[src/rtl/irq_seq_pkg.sv]
// Package: shared constants for the interrupt entry/return sequencer.
// Assumes a 32-bit status word with the control-bit positions listed below.
package irq_seq_pkg;
    localparam int unsigned XLEN       = 32;
    localparam int unsigned CODE_W     = 14;
    localparam int unsigned SR_MODE    = 30;   // supervisor mode bit
    localparam int unsigned SR_BANK    = 29;   // alternate register bank bit
    localparam int unsigned SR_BLOCK   = 28;   // event block bit
    localparam int unsigned SR_FPOFF   = 15;   // floating-point disable bit
    localparam logic [XLEN-1:0] VEC_OFFSET = 32'h0000_0600;

    typedef enum logic [1:0] {
        EV_NONE  = 2'd0,
        EV_ENTRY = 2'd1,
        EV_RET   = 2'd2
    } ev_kind_t;
endpackage

[src/rtl/irq_vec_base.sv]
// Module: holds the programmable vector base and forms the handler address.
// Assumes a software write takes effect at the edge where it is sampled.
module irq_vec_base #(
    parameter int unsigned W = 32,
    parameter logic [W-1:0] OFFSET = 32'h600
) (
    input  logic         clk,
    input  logic         rst_n,
    input  logic         wr_en,
    input  logic [W-1:0] wr_data,
    output logic [W-1:0] base_q,
    output logic [W-1:0] vec_addr
);
    // Purpose: base register with a synchronous reset and a write port
    always_ff @(posedge clk) begin
        if (!rst_n)     base_q <= '0;
        else if (wr_en) base_q <= wr_data;
    end

    // Purpose: handler address is the base plus the fixed offset
    always_comb vec_addr = base_q + OFFSET;


    base_load_chk: assert property (@(posedge clk) disable iff (!rst_n)
        wr_en |=> base_q == $past(wr_data));
endmodule

[src/rtl/irq_sr_update.sv]
// Module: combinational status-word rewrite applied on exception entry.
// Assumes the bit positions come from the package; all other bits pass through.
module irq_sr_update
    import irq_seq_pkg::*;
#(
    parameter int unsigned W = XLEN
) (
    input  logic [W-1:0] sr_in,
    input  logic         is_reset,
    output logic [W-1:0] sr_entry
);
    // Purpose: force the mode, bank and block bits; clear FP-disable only on reset
    always_comb begin
        sr_entry           = sr_in;
        sr_entry[SR_MODE]  = 1'b1;
        sr_entry[SR_BANK]  = 1'b1;
        sr_entry[SR_BLOCK] = 1'b1;
        if (is_reset) sr_entry[SR_FPOFF] = 1'b0;
    end
endmodule

[src/rtl/irq_shadow_bank.sv]
// Module: shadow registers for PC, status word and stack pointer, plus the event code.
// Assumes save_en is asserted only for an accepted entry; all registers load together.
module irq_shadow_bank #(
    parameter int unsigned W  = 32,
    parameter int unsigned CW = 14
) (
    input  logic          clk,
    input  logic          rst_n,
    input  logic          save_en,
    input  logic [W-1:0]  pc_in,
    input  logic [W-1:0]  sr_in,
    input  logic [W-1:0]  r15_in,
    input  logic [CW-1:0] code_in,
    output logic [W-1:0]  spc_q,
    output logic [W-1:0]  ssr_q,
    output logic [W-1:0]  sgr_q,
    output logic [W-1:0]  evt_q
);
    localparam int unsigned PAD_W = W - CW;

    logic [CW-1:0] code_q;

    // Purpose: capture every shadow in the same cycle as an accepted entry
    always_ff @(posedge clk) begin
        if (!rst_n) begin
            spc_q  <= '0;
            ssr_q  <= '0;
            sgr_q  <= '0;
            code_q <= '0;
        end else if (save_en) begin
            spc_q  <= pc_in;
            ssr_q  <= sr_in;
            sgr_q  <= r15_in;
            code_q <= code_in;
        end
    end

    // Purpose: zero-extend the recorded code to the register width
    always_comb evt_q = {{PAD_W{1'b0}}, code_q};


    code_save_chk: assert property (@(posedge clk) disable iff (!rst_n)
        save_en |=> evt_q[CW-1:0] == $past(code_in));

    r15_save_chk: assert property (@(posedge clk) disable iff (!rst_n)
        save_en |=> sgr_q == $past(r15_in));
endmodule

[src/rtl/irq_seq_ctrl.sv]
// Module: decides entry or return each cycle and registers the redirect outputs.
// Assumes a return has priority over a request arriving in the same cycle.
module irq_seq_ctrl
    import irq_seq_pkg::*;
#(
    parameter int unsigned W = XLEN
) (
    input  logic         clk,
    input  logic         rst_n,
    input  logic         irq_req,
    input  logic         irq_is_reset,
    input  logic         rte_strobe,
    input  logic         sr_block,
    input  logic [W-1:0] vec_addr,
    input  logic [W-1:0] sr_entry,
    input  logic [W-1:0] spc_q,
    input  logic [W-1:0] ssr_q,
    output logic         accept_entry,
    output logic         redir_valid,
    output logic [W-1:0] redir_pc,
    output logic [W-1:0] sr_out
);
    ev_kind_t ev;

    // Purpose: classify this cycle's event, with return winning over entry
    always_comb begin
        if (rte_strobe)                              ev = EV_RET;
        else if (irq_req && (irq_is_reset || !sr_block)) ev = EV_ENTRY;
        else                                         ev = EV_NONE;
        accept_entry = (ev == EV_ENTRY);
    end

    // Purpose: register the redirect pulse, target and status word
    always_ff @(posedge clk) begin
        if (!rst_n) begin
            redir_valid <= 1'b0;
            redir_pc    <= '0;
            sr_out      <= '0;
        end else begin
            unique case (ev)
                EV_ENTRY: begin
                    redir_valid <= 1'b1;
                    redir_pc    <= vec_addr;
                    sr_out      <= sr_entry;
                end
                EV_RET: begin
                    redir_valid <= 1'b1;
                    redir_pc    <= spc_q;
                    sr_out      <= ssr_q;
                end
                default: redir_valid <= 1'b0;
            endcase
        end
    end


    entry_vec_chk: assert property (@(posedge clk) disable iff (!rst_n)
        (irq_req && !rte_strobe && !sr_block) |=> (redir_valid && redir_pc == $past(vec_addr)));

    entry_bits_chk: assert property (@(posedge clk) disable iff (!rst_n)
        (irq_req && !rte_strobe && !sr_block) |=> (sr_out[SR_MODE] && sr_out[SR_BANK] && sr_out[SR_BLOCK]));

    blocked_drop_chk: assert property (@(posedge clk) disable iff (!rst_n)
        (irq_req && sr_block && !irq_is_reset && !rte_strobe) |=> !redir_valid);

    pulse_end_chk: assert property (@(posedge clk) disable iff (!rst_n)
        (!irq_req && !rte_strobe) |=> !redir_valid);
endmodule

[src/rtl/irq_entry_seq.sv]
// Module: top of the interrupt entry/return sequencer.
// Assumes arbitration and level masking happen upstream; R15 is saved but never restored.
module irq_entry_seq
    import irq_seq_pkg::*;
(
    input  logic              clk,
    input  logic              rst_n,
    input  logic              irq_req,
    input  logic              irq_is_reset,
    input  logic [CODE_W-1:0] irq_code,
    input  logic              rte_strobe,
    input  logic [XLEN-1:0]   live_pc,
    input  logic [XLEN-1:0]   live_sr,
    input  logic [XLEN-1:0]   live_r15,
    input  logic              base_wr_en,
    input  logic [XLEN-1:0]   base_wr_data,
    output logic              redir_valid,
    output logic [XLEN-1:0]   redir_pc,
    output logic [XLEN-1:0]   sr_out,
    output logic [XLEN-1:0]   evt_code,
    output logic [XLEN-1:0]   saved_r15,
    output logic [XLEN-1:0]   vec_base
);
    logic [XLEN-1:0] vec_addr;
    logic [XLEN-1:0] sr_entry;
    logic [XLEN-1:0] spc_q;
    logic [XLEN-1:0] ssr_q;
    logic            accept_entry;

    irq_vec_base #(.W(XLEN), .OFFSET(VEC_OFFSET)) u_base (
        .clk(clk), .rst_n(rst_n), .wr_en(base_wr_en), .wr_data(base_wr_data),
        .base_q(vec_base), .vec_addr(vec_addr)
    );

    irq_sr_update #(.W(XLEN)) u_srupd (
        .sr_in(live_sr), .is_reset(irq_is_reset), .sr_entry(sr_entry)
    );

    irq_shadow_bank #(.W(XLEN), .CW(CODE_W)) u_shadow (
        .clk(clk), .rst_n(rst_n), .save_en(accept_entry),
        .pc_in(live_pc), .sr_in(live_sr), .r15_in(live_r15), .code_in(irq_code),
        .spc_q(spc_q), .ssr_q(ssr_q), .sgr_q(saved_r15), .evt_q(evt_code)
    );

    irq_seq_ctrl #(.W(XLEN)) u_ctrl (
        .clk(clk), .rst_n(rst_n), .irq_req(irq_req), .irq_is_reset(irq_is_reset),
        .rte_strobe(rte_strobe), .sr_block(live_sr[SR_BLOCK]), .vec_addr(vec_addr),
        .sr_entry(sr_entry), .spc_q(spc_q), .ssr_q(ssr_q),
        .accept_entry(accept_entry), .redir_valid(redir_valid),
        .redir_pc(redir_pc), .sr_out(sr_out)
    );


    ret_restore_chk: assert property (@(posedge clk) disable iff (!rst_n)
        rte_strobe |=> (redir_valid && redir_pc == $past(spc_q) && sr_out == $past(ssr_q)));

    ret_priority_chk: assert property (@(posedge clk) disable iff (!rst_n)
        (rte_strobe && irq_req) |=> $stable(evt_code));

    r15_kept_chk: assert property (@(posedge clk) disable iff (!rst_n)
        rte_strobe |=> $stable(saved_r15));

    reset_fp_chk: assert property (@(posedge clk) disable iff (!rst_n)
        (irq_req && irq_is_reset && !rte_strobe) |=> (redir_valid && !sr_out[SR_FPOFF]));
endmodule

[config.mk]
export PLATFORM = sky130hd
export DESIGN_NAME = irq_entry_seq
export DESIGN_NICKNAME = d
export VERILOG_FILES = /design/src/rtl/irq_seq_pkg.sv /design/src/rtl/irq_vec_base.sv /design/src/rtl/irq_sr_update.sv /design/src/rtl/irq_shadow_bank.sv /design/src/rtl/irq_seq_ctrl.sv /design/src/rtl/irq_entry_seq.sv
export SDC_FILE = /design/constraint.sdc
export NUM_CORES = 1
export LEC_CHECK = 0
export ABC_AREA = 1
export BUFFER_PORTS_ARGS = -buffer_cell sky130_fd_sc_hd__buf_2
export CORE_MARGIN = 3
export CORE_UTILIZATION = 44
export DETAILED_ROUTE_END_ITERATION = 7
export GPL_ROUTABILITY_DRIVEN = 0
export GPL_TIMING_DRIVEN = 0
export PLACE_DENSITY = 0.81
export SLEW_MARGIN = 20
export SYNTH_ARGS = -nofsm -noshare
export SYNTH_HDL_FRONTEND = slang
export SYNTH_SLANG_ARGS = --single-unit
[constraint.sdc]
create_clock -name clk -period 1.25 [get_ports clk]
set_input_delay 0.25 -clock clk [delete_from_list [all_inputs] [get_ports clk]]
set_output_delay 0.25 -clock clk [all_outputs]
set_load 0.05 [all_outputs]
=== Word level (Yosys, flattened, before mapping) ===
Cells that the tools add are included.

* Register bits after elaboration: 207
* Output and inout bits: 161

* $add $sub $neg: 1
* Equality and inequality tests: 2
* Multiplexer cells: 6
* Reductions and logical operators: 5

{| class="wikitable"
|+ Operators with widths
! operator !! number
|-
| $pmux 32 s2 || 2
|-
| $add 32x11->32 const B || 1
|-
| $mux 1 || 3
|-
| $eq 2x1->1 const B || 1
|-
| $eq 2x2->1 const B || 1
|-
| $mux 2 || 1
|-
| $reduce_bool 2->1 || 1
|-
| $reduce_or 2->1 || 1
|-
| $logic_and 1x1->1 || 1
|-
| $logic_not 1->1 || 1
|-
| $logic_or 1x1->1 || 1
|}

=== Depth between registers and ports, before layout ===
Gate-level depths: netlist of the first run.

* Word-level depth: 8
* Gate-level depth with buffers: 10
* Mapped depth without buffers: 10

=== By module ===
From an unflattened synthesis of the first run, not the netlist that was laid out.

* Cells, all modules: 1645
* Area total of the unflattened synthesis: 10347.4 um^2

{| class="wikitable"
|+ By module, submodules not included
! module !! times used !! cells each !! area an instance (um^2) !! sequential area each (um^2)
|-
| irq_shadow_bank || 1 || 715 || 4649.5 || 2202.1
|-
| irq_seq_ctrl || 1 || 632 || 3724.8 || 1301.2
|-
| irq_vec_base || 1 || 264 || 1726.7 || 640.6
|-
| irq_sr_update || 1 || 34 || 246.5 || 0.0
|}

=== Worst setup path after synthesis of the first run ===
No wires, ideal clock.

* Path kind: reg2reg
* Start: register u_base.base_q[9]
* End: register u_ctrl.redir_pc[29]
* Library setup time: 0.132 ns
* Arrival: 1.736 ns
* Path slack: -0.619 ns
* Stages on the path, launching flop included: 11
* Clock period less this slack: 1.869 ns
* Cell sequence: dfxtp_1 -> inv_1 -> ha_1 -> inv_1 -> nand2_1 -> nor2_4 -> nand3_4 -> nor2_1 -> nand2_1 -> nand3_1 -> a21oi_1

* Cells in the longest elaborated chain, start to end: 2

{| class="wikitable"
|+ RTL lines
! item !! line !! text
|-
| start: declaration || irq_vec_base.sv:11 || <nowiki>output logic [W-1:0] base_q,</nowiki>
|-
| start signal: assignment || irq_vec_base.sv:17 || <nowiki>else if (wr_en) base_q <= wr_data;</nowiki>
|-
| $add 32x11->32 || irq_vec_base.sv:21 || <nowiki>always_comb vec_addr = base_q + OFFSET;</nowiki>
|-
| $pmux 32 s2 || irq_seq_ctrl.sv:40 || <nowiki>unique case (ev)</nowiki>
|-
| end signal: assignment || irq_seq_ctrl.sv:43 || <nowiki>redir_pc <= vec_addr;</nowiki>
|-
| end signal: assignment || irq_seq_ctrl.sv:48 || <nowiki>redir_pc <= spc_q;</nowiki>
|-
| end: declaration || irq_seq_ctrl.sv:20 || <nowiki>output logic [W-1:0] redir_pc,</nowiki>
|}

No other way between the ends.
A chain may end at the register's enable or synchronous reset.

=== Worst setup path in the final report of the first run ===
Same ends and word-level chain as after synthesis.

==> implementation parameters, run 1 <==
Parameter                              Value

Critical path
  Top fanout value on the critical path    8
  Critical Path RT    about 1.6 ns
  Most Frequent Cell on Critical Path    inv_4
  Setup Crit Path Kind    reg -> reg
  CP startpoint kind    register
  Delay of the slowest cell on the worst path    0.38 ns
  Critical Path AT    1.98 ns
  Cell at the slowest stage of the critical path    dfxtp_4
  Kind of end point of the critical path    register
  Series of cell instances along the critical path    inv_4 -> ha_4 -> inv_4 -> nand2_4 -> nor2_4 -> nand3_4 -> nor2_1 -> nand2_1 -> nand3_1 -> a21oi_1

Routing
  Remaining DRCs    0
  Routed length per placed instance    20.0 um
  Post-detailed-route count of antenna-violating nets    0
  Initial drt markers    808
  Final wirelength    between 30 and 40 mm
  Avg Vias per Cell    ~5.5
  Routed vias    9,825
  Length of the first detailed-routing pass in iterations    6

Die
  Site row count    48
  Die outline area    20,100 sq um
  Top-level I/O count    ~300
  Chip height    between 100 and 150 um
  Starting Density    45.8%
  Std-Cell Core Area    17,700 sq um
  Width of the die    142 um

Power and ir drop
  Cell Int Power    12.3 mW
  Switching power    ~5.1 mW
  Clock power frac    38.5%
  Relative contribution of combinational cells to total power    between 10% and 20%
  Switching portion of total power    29.3%
  Pwr/cell area    1280 nW/um^2
  Seq pwr share    41.7%
  Leak Pwr    5.71 nW
  Max rail drop VDD    0.000999 V

Clock network
  H-tree depth reported by CTS    1
  Number of buffers added by the clock tree synthesis step    22
  Root Driver    clkbuf_16
  Maximum clock path buffer count    3
  TritonCTS sink count    207
  CTS tree    built
  Register clock-pin slew on the reported worst setup and hold paths    0.07 ns
  Clk Latency, worst-skew pair    around 0.50 ns

Hold path
  Min-Delay Path Class    in -> reg

Place
  Post-detail-place hpwl    20.0 mm
  # port buffers    289
  Placed standard-cell area    9970 sq um
  Setup slack at placement    -0.540 ns

Yosys
  Most instantiated flip-flop cell in the synthesis netlist    dfxtp_1
  Proportion of register bits with asynchronous set or reset after synthesis    0%
  Seq/Total Area, Yosys    51.2%
  Count of different cell masters after synthesis    33
  Combined area of all synthesized cells    8090 sq um
  Count of warnings emitted by yosys    0
  Gate count after technology mapping    1,075
  Synthesized flop and latch total    slightly above 200
  Number of enable-type register cells in the synthesized netlist    0
  Syn Area/Cell    between 7 and 8 sq um

STA
  Final-report hold violation count    0
  Slew @ Worst Pin    0.618 ns
  Final clock skew    0.0192 ns
  Max frequency    approximately 600 MHz
  Setup slack after layout    -0.370 ns
  Final number of setup-violating endpoints    65
  Worst rel slew slack    58.8%
  Number of pins with negative max-slew slack in the final report    0
  Unrepaired setup endpoints after global routing    true
  Final cycle utilization of the critical path    130%
  Min cycle time layout    approximately 1.6 ns

Global routing
  GRT Util Overall    between 30% and 40%
  Wire length of the first global-routing pass    49.5 mm
  Number of global-route vias before repair    ~9,400
  Initial antenna violation count    0
  Global-route congestion overflow total    0
  Maximum number of pins on one net before global-route repair    15

Final layout
  Post-layout nets    1,682
  Total non-filler cell area in the finished layout    13,600 sq um
  Share of post-route cells with drive strength above 1    42.3%
  Layout-stage area growth over the synthesis result    68.1%

Job
  Max cap viols    0

Status
  Result of the run    finished, violations left
  Failing checks    setup timing
==> cell usage in the layout (no fill, tap or decap), types with 49 or more instances in the layout <==
cell type	synthesis	layout
nand2_1	355	348
dfxtp_2	0	113
inv_1	53	49
a21oi_1	140	135
buf_4	26	95
dfxtp_1	207	64
dlygate4sd3_1	0	54
buf_8	0	117
nor2_1	63	53
o21ai_0	66	61
buf_2	20	165
==> area by class of cell <==
type / instances / area [sq um]
Antenna cell: 1 / 2.50
Buffer: 86 / 470
Clock buffer: 33 / 683
Clock inverter: 7 / 71.3
Fill cell: 1059 / 4050
Inverter: 58 / 228
Multi-Input combinational cell: 741 / 3560
Sequential cell: 207 / 4400
Tap cell: 225 / 282
Timing Repair Buffer: 417 / 3910
==> worst paths after layout <==
| path | endpoint | from | slack [ns] | depth (start not counted) |
|---|---|---|---|---|
| worst max register to register | u_ctrl.redir_pc[29] | u_base.base_q[9] | -0.37 | 10 |
| worst min-delay path | u_shadow.sgr_q[4] | live_r15[4] | 0.02 | 3 |
| worst max-delay path | u_ctrl.redir_pc[29] | u_base.base_q[9] | -0.37 | 10 |
| worst min register to register | u_shadow.spc_q[16] | u_shadow.spc_q[16] | 0.45 | 2 |
==> through the flow <==
stage                     util, %  cells  TNS, ns  total power [mW]  hold slack (ns)
after floorplan                 -   1092   -0.857              8.96            0.378
after global placement       56.5   1606   -65.83              9.73            0.437
after detailed placement     56.5   1606   -65.74              9.76            0.444
after CTS                    73.4   1739    -3.73              17.1          0.00121
after global routing         77.0   1774    -8.32              17.9           0.0124
final                        77.0   1775    -5.38              17.4           0.0156
==> power by group through the flow <==
| stage | sequential (mW) | combinational [mW] | clock, mW |
|---|---|---|---|
| final | 7.27 | 3.44 | 6.71 |
| after detailed placement | 7.29 | 2.47 | 0 |
| after floorplan | 8.04 | 0.918 | 0 |
| after global routing | 7.29 | 3.60 | 7.01 |
| after CTS | 7.23 | 3.11 | 6.72 |
| after global placement | 7.28 | 2.45 | 0 |
==> cell families after synthesis <==
logic type      share of synthesized area, %
other cells                           0.0464
xor+xnor                               0.433
fa+ha+maj                              0.155
buf+inv                                 8.40
simple gates                            22.4
flops                                   51.2
compound gates                          17.4
==> state kept, by name (all words and copies together), names as in the netlist <==
register / cells
u_ctrl.redir_valid: 1
u_shadow.code_q: 14
u_shadow.spc_q: 32
u_shadow.ssr_q: 32
u_base.base_q: 32
u_ctrl.sr_out: 32
u_shadow.sgr_q: 32
u_ctrl.redir_pc: 32
==> critical path: cells and delay by family, from the launching register on <==
kind / cells / cell delay (ns)
AO/OA/AOI/OAI: 1 / 0.07
adder cells (fa/ha/maj): 1 / 0.16
buffers and inverters: 2 / 0.11
flip-flops: 1 / 0.38
AND/OR/NAND/NOR: 6 / 0.76
==> per-layer routing <==
metal | share of wire [%] | track usage (%) | routed length, um | vias up
met4 | 6.4 | 15.6 | 2270 | 0
met5 | 0 | 0 | 0 | -
met2 | 49 | 53.5 | 17300 | 686
met1 | 35 | 35.3 | 12600 | 4585
li1 | - | - | - | 4368
met3 | 9.4 | 6.57 | 3330 | 186
==> timing repair <==
action | CTS | global route
setup endpoints to repair | 170 | 187
pin swaps | 6 | 13
hold endpoints to repair | 54 | 0
resized for setup | 510 | 103
hold buffers | 54 | 0
buffers inserted | 39 | 35
==> cell usage after synthesis (2+ instances only) <==
| library cell | n | share of area, % |
|---|---|---|
| xor2_1 | 3 | 0.32 |
| inv_2 | 4 | 0.19 |
| dfxtp_1 | 207 | 51 |
| inv_1 | 53 | 2.5 |
| nor2_2 | 6 | 0.46 |
| buf_6 | 2 | 0.28 |
| a31oi_1 | 46 | 3.6 |
| nor2_4 | 2 | 0.28 |
| nor2_1 | 63 | 2.9 |
| nand2_1 | 355 | 16 |
| nand4_1 | 4 | 0.31 |
| o21ai_1 | 5 | 0.31 |
| nand3_4 | 2 | 0.43 |
| buf_2 | 20 | 1.2 |
| nor3_1 | 2 | 0.12 |
| o21ai_0 | 66 | 4.1 |
| nand2_2 | 2 | 0.15 |
| nand3_1 | 14 | 0.87 |
| clkbuf_1 | 37 | 1.7 |
| o221ai_1 | 3 | 0.32 |
| buf_4 | 26 | 2.4 |
| o21bai_1 | 3 | 0.28 |
| a21oi_1 | 140 | 8.7 |
No activity file was read; power rests on OpenSTA's default activity.
==> run 2: changes to the inputs <==
--- a/config.mk
+++ b/config.mk
@@ -7,6 +7,7 @@
 export LEC_CHECK = 0
 export ABC_AREA = 1
 export BUFFER_PORTS_ARGS = -buffer_cell sky130_fd_sc_hd__buf_2
+export CORE_ASPECT_RATIO = 0.9
 export CORE_MARGIN = 3
 export CORE_UTILIZATION = 44
 export DETAILED_ROUTE_END_ITERATION = 7
==> run 2 against run 1 <==
Against the previous run:
- the flow still finishes with violations (setup timing)
- clock power shrank 10%
- register-to-register slack better by 0.03 ns
- wire length down 1.0%
- sequential share of layout area increased by 0.28 points
- sequential cell count is the same
- critical path depth unchanged
- count of clock-buffer cells in the layout is 2 lower
- hold slack worse by 0.0032 ns
- critical endpoint is now u_ctrl.redir_pc[27]
- largest cell class unchanged
- highest routed layer is now met5
==> implementation parameters, run 2 (synthesis gave the netlist of run 1 again) <==
Parameter                              Value

Critical path
  Most Frequent Cell on Critical Path    inv_4
  Combined buffer and inverter count along the critical path    3
  Crit Reg-Reg Startpoint    u_base.base_q[10]
  Cell depth of the worst setup path    10
  Top fanout value on the critical path    3
  CP startpoint kind    register
  Worst setup endpoint    u_ctrl.redir_pc[27]
  Worst R2R Setup Slack    -0.34 ns
  Cell at the slowest stage of the critical path    dfxtp_4
  First element of the critical path    u_base.base_q[10]
  Crit-path leading delay family    simple AND/OR/NAND/NOR gates
  Setup Crit Path Kind    reg -> reg
  Worst r2r dst    u_ctrl.redir_pc[27]
  Worst reg2reg path depth    10
  Series of cell instances along the critical path    inv_4 -> ha_4 -> inv_4 -> nand2_4 -> inv_1 -> nand2_2 -> nor2_2 -> nand4_1 -> nand3_2 -> a21oi_1
  Critical Path RT    between 1.5 and 2 ns
  Critical Path AT    1.95 ns
  Kind of end point of the critical path    register
  Delay of the slowest cell on the worst path    0.37 ns

Die
  Top-level I/O count    309
  Chip height    ~130 um
  Std-Cell Core Area    ~18,000 sq um
  Starting Density    45.3%
  Width of the die    149 um
  Die outline area    20,100 sq um
  Site row count    46

Final layout
  Most frequent cells in the layout    nand2_1, buf_2, a21oi_1
  Area occupied by registers    4390 sq um
  Share of post-route cells with drive strength above 1    42.2%
  Most common cell after layout, fill and taps aside    nand2_1
  Area of the multi-input gates    about 3500 sq um
  Total non-filler cell area in the finished layout    13,500 sq um
  Post-layout nets    approximately 1,700
  Final-layout fill cell count    about 1,100
  Layout-stage area growth over the synthesis result    66.3%

Power and ir drop
  Cell Int Power    between 10 and 15 mW
  Pwr/cell area    1240 nW/um^2
  Clock power frac    36.0%
  Relative contribution of combinational cells to total power    20.6%
  Leak Pwr    5.67 nW
  Switching power    about 5 mW
  Switching portion of total power    29.8%
  Max rail drop VDD    0.000929 V
  Seq pwr share    between 40% and 50%

STA
  Max frequency    between 600 and 700 MHz
  Min cycle time layout    1.59 ns
  Slew @ Worst Pin    0.695 ns
  Worst rel slew slack    53.6%
  Final clock skew    between 0.015 and 0.02 ns
  Final number of setup-violating endpoints    56
  Setup slack after layout    -0.343 ns
  Hold slack    ~0.012 ns
  Unrepaired setup endpoints after global routing    true
  Final-report hold violation count    0
  Number of pins with negative max-slew slack in the final report    0
  Final cycle utilization of the critical path    127%

Routing
  Met1 WL    12.3 mm
  Remaining DRCs    0
  Initial drt markers    754
  Length of the first detailed-routing pass in iterations    7
  Detailed-routed wire length on met2    16.9 mm
  Routed length per placed instance    19.6 um
  Routed length on met3    3.72 mm
  Highest metal used    met5
  Routed vias    roughly 9,700
  Avg Vias per Cell    around 5.5
  Post-detailed-route count of antenna-violating nets    0
  Final wirelength    35.1 mm

Global routing
  Maximum number of pins on one net before global-route repair    14
  Global-route congestion overflow total    0
  Initial antenna violation count    4
  GRT Util Overall    between 30% and 40%
  Number of global-route vias before repair    9,310
  Wire length of the first global-routing pass    48.9 mm

Status
  Failing checks    setup timing
  Result of the run    finished, violations left

Hold path
  Min-Delay Path Class    in -> reg
  Number of instances on the worst hold path    3

Clock network
  Maximum clock path buffer count    3
  Clk Latency, worst-skew pair    0.50 ns
  Number of buffers added by the clock tree synthesis step    22
  CTS tree    built
  Register clock-pin slew on the reported worst setup and hold paths    0.06 ns
  H-tree depth reported by CTS    1
  TritonCTS sink count    207
  Root Driver    clkbuf_16

Place
  Post-detail-place hpwl    about 20 mm
  # port buffers    289
  Placed standard-cell area    between 9000 and 10,000 sq um

Job
  Max cap viols    0
-- run 2: worst min path at each step --
stage                  startpoint  slack, ns             endpoint
3_3_place_gp   u_shadow.spc_q[13]       0.44   u_shadow.spc_q[13]
5_1_grt               irq_code[1]       0.01   u_shadow.code_q[1]
3_5_place_dp   u_shadow.spc_q[31]       0.44   u_shadow.spc_q[31]
6_report              irq_code[1]       0.01   u_shadow.code_q[1]
4_1_cts              irq_code[11]     0.0008  u_shadow.code_q[11]
2_1_floorplan               rst_n       0.38    u_base.base_q[13]
-- run 2: stage by stage --
stage                     setup slack [ns]  setup TNS (ns)  total power [mW]  std cells  utilization (%)
after global placement              -0.512          -65.22              9.73       1621             56.0
final                               -0.343           -5.60              16.7       1788             75.4
after CTS                           -0.188           -3.23              16.4       1743             71.3
after global routing                -0.434           -8.76              17.3       1788             75.4
after floorplan                     -0.160          -0.857              8.96       1092                -
after detailed placement            -0.548          -69.69              9.77       1621             56.0
-- run 2: worst min-delay path: stages --
cell	delay [ns]
buf_2	0.10
nand2_1	0.06
a21oi_1	0.05
-- run 2: area by class of cell --
cell class / instances / area share [%]
well taps: 240 / 2.23
flip-flops and latches: 207 / 32.6
diodes: 2 / 0.0372
multi-input cells: 741 / 26.1
clock buffers: 31 / 4.57
inverters: 58 / 1.67
repair buffers: 417 / 29.0
clock inverters: 6 / 0.251
plain buffers: 86 / 3.52
-- run 2: power by group through the flow --
stage,sequential [mW],clock (mW),combinational [mW]
after floorplan,8.04,0,0.918
after global placement,7.28,0,2.46
after detailed placement,7.29,0,2.49
after CTS,7.22,6.06,3.09
after global routing,7.28,6.37,3.62
final,7.26,6.03,3.45
-- run 2: metal layers --
layer	track usage, %	up-vias
met5	0	-
met4	13.7	2
met3	9.06	186
met2	53.5	663
met1	34.5	4514
li1	-	4381
-- run 2: repair_timing --
item,in CTS,in global routing
pin swaps,13,18
hold buffers,50,0
gates resized for setup,484,120
setup buffers,35,43
setup endpoints to repair,179,187
hold endpoints to repair,50,0
==> run 3: changes to the inputs <==
--- a/config.mk
+++ b/config.mk
@@ -9,11 +9,13 @@
 export BUFFER_PORTS_ARGS = -buffer_cell sky130_fd_sc_hd__buf_2
 export CORE_ASPECT_RATIO = 0.9
 export CORE_MARGIN = 3
-export CORE_UTILIZATION = 44
+export CORE_UTILIZATION = 35
 export DETAILED_ROUTE_END_ITERATION = 7
 export GPL_ROUTABILITY_DRIVEN = 0
 export GPL_TIMING_DRIVEN = 0
-export PLACE_DENSITY = 0.81
+export MAX_ROUTING_LAYER = met4
+export PLACE_DENSITY = 0.68
+export SETUP_SLACK_MARGIN = 0.15
 export SLEW_MARGIN = 20
 export SYNTH_ARGS = -nofsm -noshare
 export SYNTH_HDL_FRONTEND = slang
==> run 3 against run 2 <==
Against the previous run:
- the run still ends with setup timing left
- count of clock-buffer cells in the layout rose by 4
- largest cell class is now non-clock buffers
- via count shrank 3.4%
- critical path type unchanged
- clock skew shrank 0.011 ns
- power is 4.6% higher
- first-iteration DRC count down 12%
- combinational power is 2% higher
- critical endpoint is now u_ctrl.redir_pc[15]
- setup slack improved by 0.13 ns
==> implementation parameters, run 3 (synthesis gave the netlist of run 1 again) <==
Parameter                              Value

Global routing
  Initial antenna violation count    0
  Number of global-route vias before repair    around 9,100
  GRT Util Overall    24.9%
  Maximum number of pins on one net before global-route repair    14
  Global-route congestion overflow total    0
  Wire length of the first global-routing pass    48.9 mm

Place
  Setup slack at placement    -0.581 ns
  Post-detail-place hpwl    between 20 and 25 mm
  # port buffers    a little under 300

Critical path
  Kind of end point of the critical path    register
  Critical Path RT    1.68 ns
  Worst R2R Setup Slack    -0.21 ns
  Critical Path AT    1.89 ns
  Worst reg2reg path depth    9
  CP startpoint kind    register
  Crit Reg-Reg Startpoint    u_base.base_q[10]
  Top fanout value on the critical path    3
  Worst r2r dst    u_ctrl.redir_pc[15]
  Setup Crit Path Kind    reg -> reg

Hold path
  Min-Delay Path Class    in -> reg
  Endpoint with the worst hold slack    u_shadow.code_q[11]
  Startpoint of the most critical hold path    irq_code[11]
  Number of instances on the worst hold path    3

STA
  Final-report hold violation count    0
  Worst rel slew slack    about 53%
  Setup slack after layout    -0.213 ns
  Final clock skew    ~0.0068 ns
  Final number of setup-violating endpoints    74
  Final cycle utilization of the critical path    117%
  Unrepaired setup endpoints after global routing    true
  Slew @ Worst Pin    0.699 ns
  Number of pins with negative max-slew slack in the final report    0
  Min cycle time layout    roughly 1.5 ns
  Max frequency    683 MHz

Routing
  Routed length per placed instance    ~18 um
  Remaining DRCs    0
  Post-detailed-route count of antenna-violating nets    0
  Final wirelength    33.4 mm
  Length of the first detailed-routing pass in iterations    5
  Avg Vias per Cell    5.01
  Initial drt markers    approximately 670
  Routed vias    around 9,400

Clock network
  Clk Latency, worst-skew pair    0.50 ns
  Number of buffers added by the clock tree synthesis step    22
  TritonCTS sink count    207
  CTS tree    built
  H-tree depth reported by CTS    1
  Maximum clock path buffer count    3
  Register clock-pin slew on the reported worst setup and hold paths    0.06 ns
  Root Driver    clkbuf_16

Die
  Chip height    150 um
  Width of the die    166 um
  Top-level I/O count    around 310
  Die outline area    25,000 sq um
  Std-Cell Core Area    22,600 sq um
  Site row count    52
  Starting Density    between 30% and 40%

Final layout
  Antenna cells    0
  Area occupied by registers    4390 sq um
  Most common cell after layout, fill and taps aside    nand2_1
  Most frequent cells in the layout    nand2_1, buf_2, buf_8
  Layout-stage area growth over the synthesis result    74.4%
  Final-layout fill cell count    1,691
  Share of post-route cells with drive strength above 1    approximately 43%
  Post-layout nets    between 1,500 and 2,000
  Area of the multi-input gates    3550 sq um

Power and ir drop
  Overall Power    around 18 mW
  Pwr/cell area    1240 nW/um^2
  Leak Pwr    5.97 nW
  Max rail drop VDD    0.00103 V

Job
  Max cap viols    0

Status
  Result of the run    finished, violations left
  Failing checks    setup timing
[run 3: how the worst max path moves through the flow]
stage	slack (ns)	cells after the start	from	endpoint
finish	-0.21	9	u_base.base_q[10]	u_ctrl.redir_pc[15]
CTS	-0.19	10	u_base.base_q[10]	u_ctrl.redir_pc[31]
global placement	-0.57	5	rst_n	u_shadow.sgr_q[24]
global route	-0.29	9	u_base.base_q[9]	u_ctrl.redir_pc[28]
detailed placement	-0.58	5	rst_n	u_shadow.sgr_q[21]
floorplan	-0.16	10	u_base.base_q[9]	u_ctrl.redir_pc[31]
[run 3: what timing repair did]
| item | 4_1_cts | 5_1_grt |
|---|---|---|
| endpoints found under the setup margin | 240 | 205 |
| resized for setup | 577 | 69 |
| hold buffers | 75 | 0 |
| endpoints found under the hold margin | 75 | 0 |
| setup buffers | 44 | 43 |
| pin swaps | 14 | 22 |
[run 3: layer usage]
metal | vias up | share of wire, % | GRT usage [%]
li1 | 4450 | - | -
met1 | 4422 | 40 | 29.0
met2 | 468 | 50 | 44.4
met3 | 74 | 7.2 | 4.38
met4 | 0 | 2.9 | 7.42
met5 | - | 0 | -
[run 3: power breakdown]
group	internal [mW]	switching, mW	leakage (nW)
logic	1.48	2.05	3.85
registers	6.95	0.309	1.76
clock network	4.07	2.64	0.364
[run 3: cell type report]
type	instances	share of cell area (%)
Inverter	58	1.67
Tap cell	297	2.63
Clock buffer	35	4.75
Buffer	86	3.64
Multi-Input combinational cell	741	25.2
Sequential cell	207	31.1
Timing Repair Buffer	451	30.6
Clock inverter	4	0.497
[run 3: critical path, cell delays in order (launching register included)]
cell	delay [ns]
dfxtp_4	0.37
inv_4	0.04
ha_4	0.16
inv_4	0.06
nand2_4	0.06
nor2_4	0.16
buf_4	0.15
xor2_2	0.19
nand2_1	0.10
a31oi_1	0.12
[run 3: stage by stage]
stage	TNS [ns]	instances	area (sq um)	hold slack [ns]	utilization, %
floorplan	-0.873	1092	8280	0.378	-
global placement	-69.75	1678	10100	0.445	44.7
detailed placement	-69.81	1678	10100	0.444	44.7
CTS	-4.46	1836	13600	0.00282	60.2
global route	-8.69	1879	14100	0.00562	62.5
finish	-4.51	1879	14100	0.00635	62.5
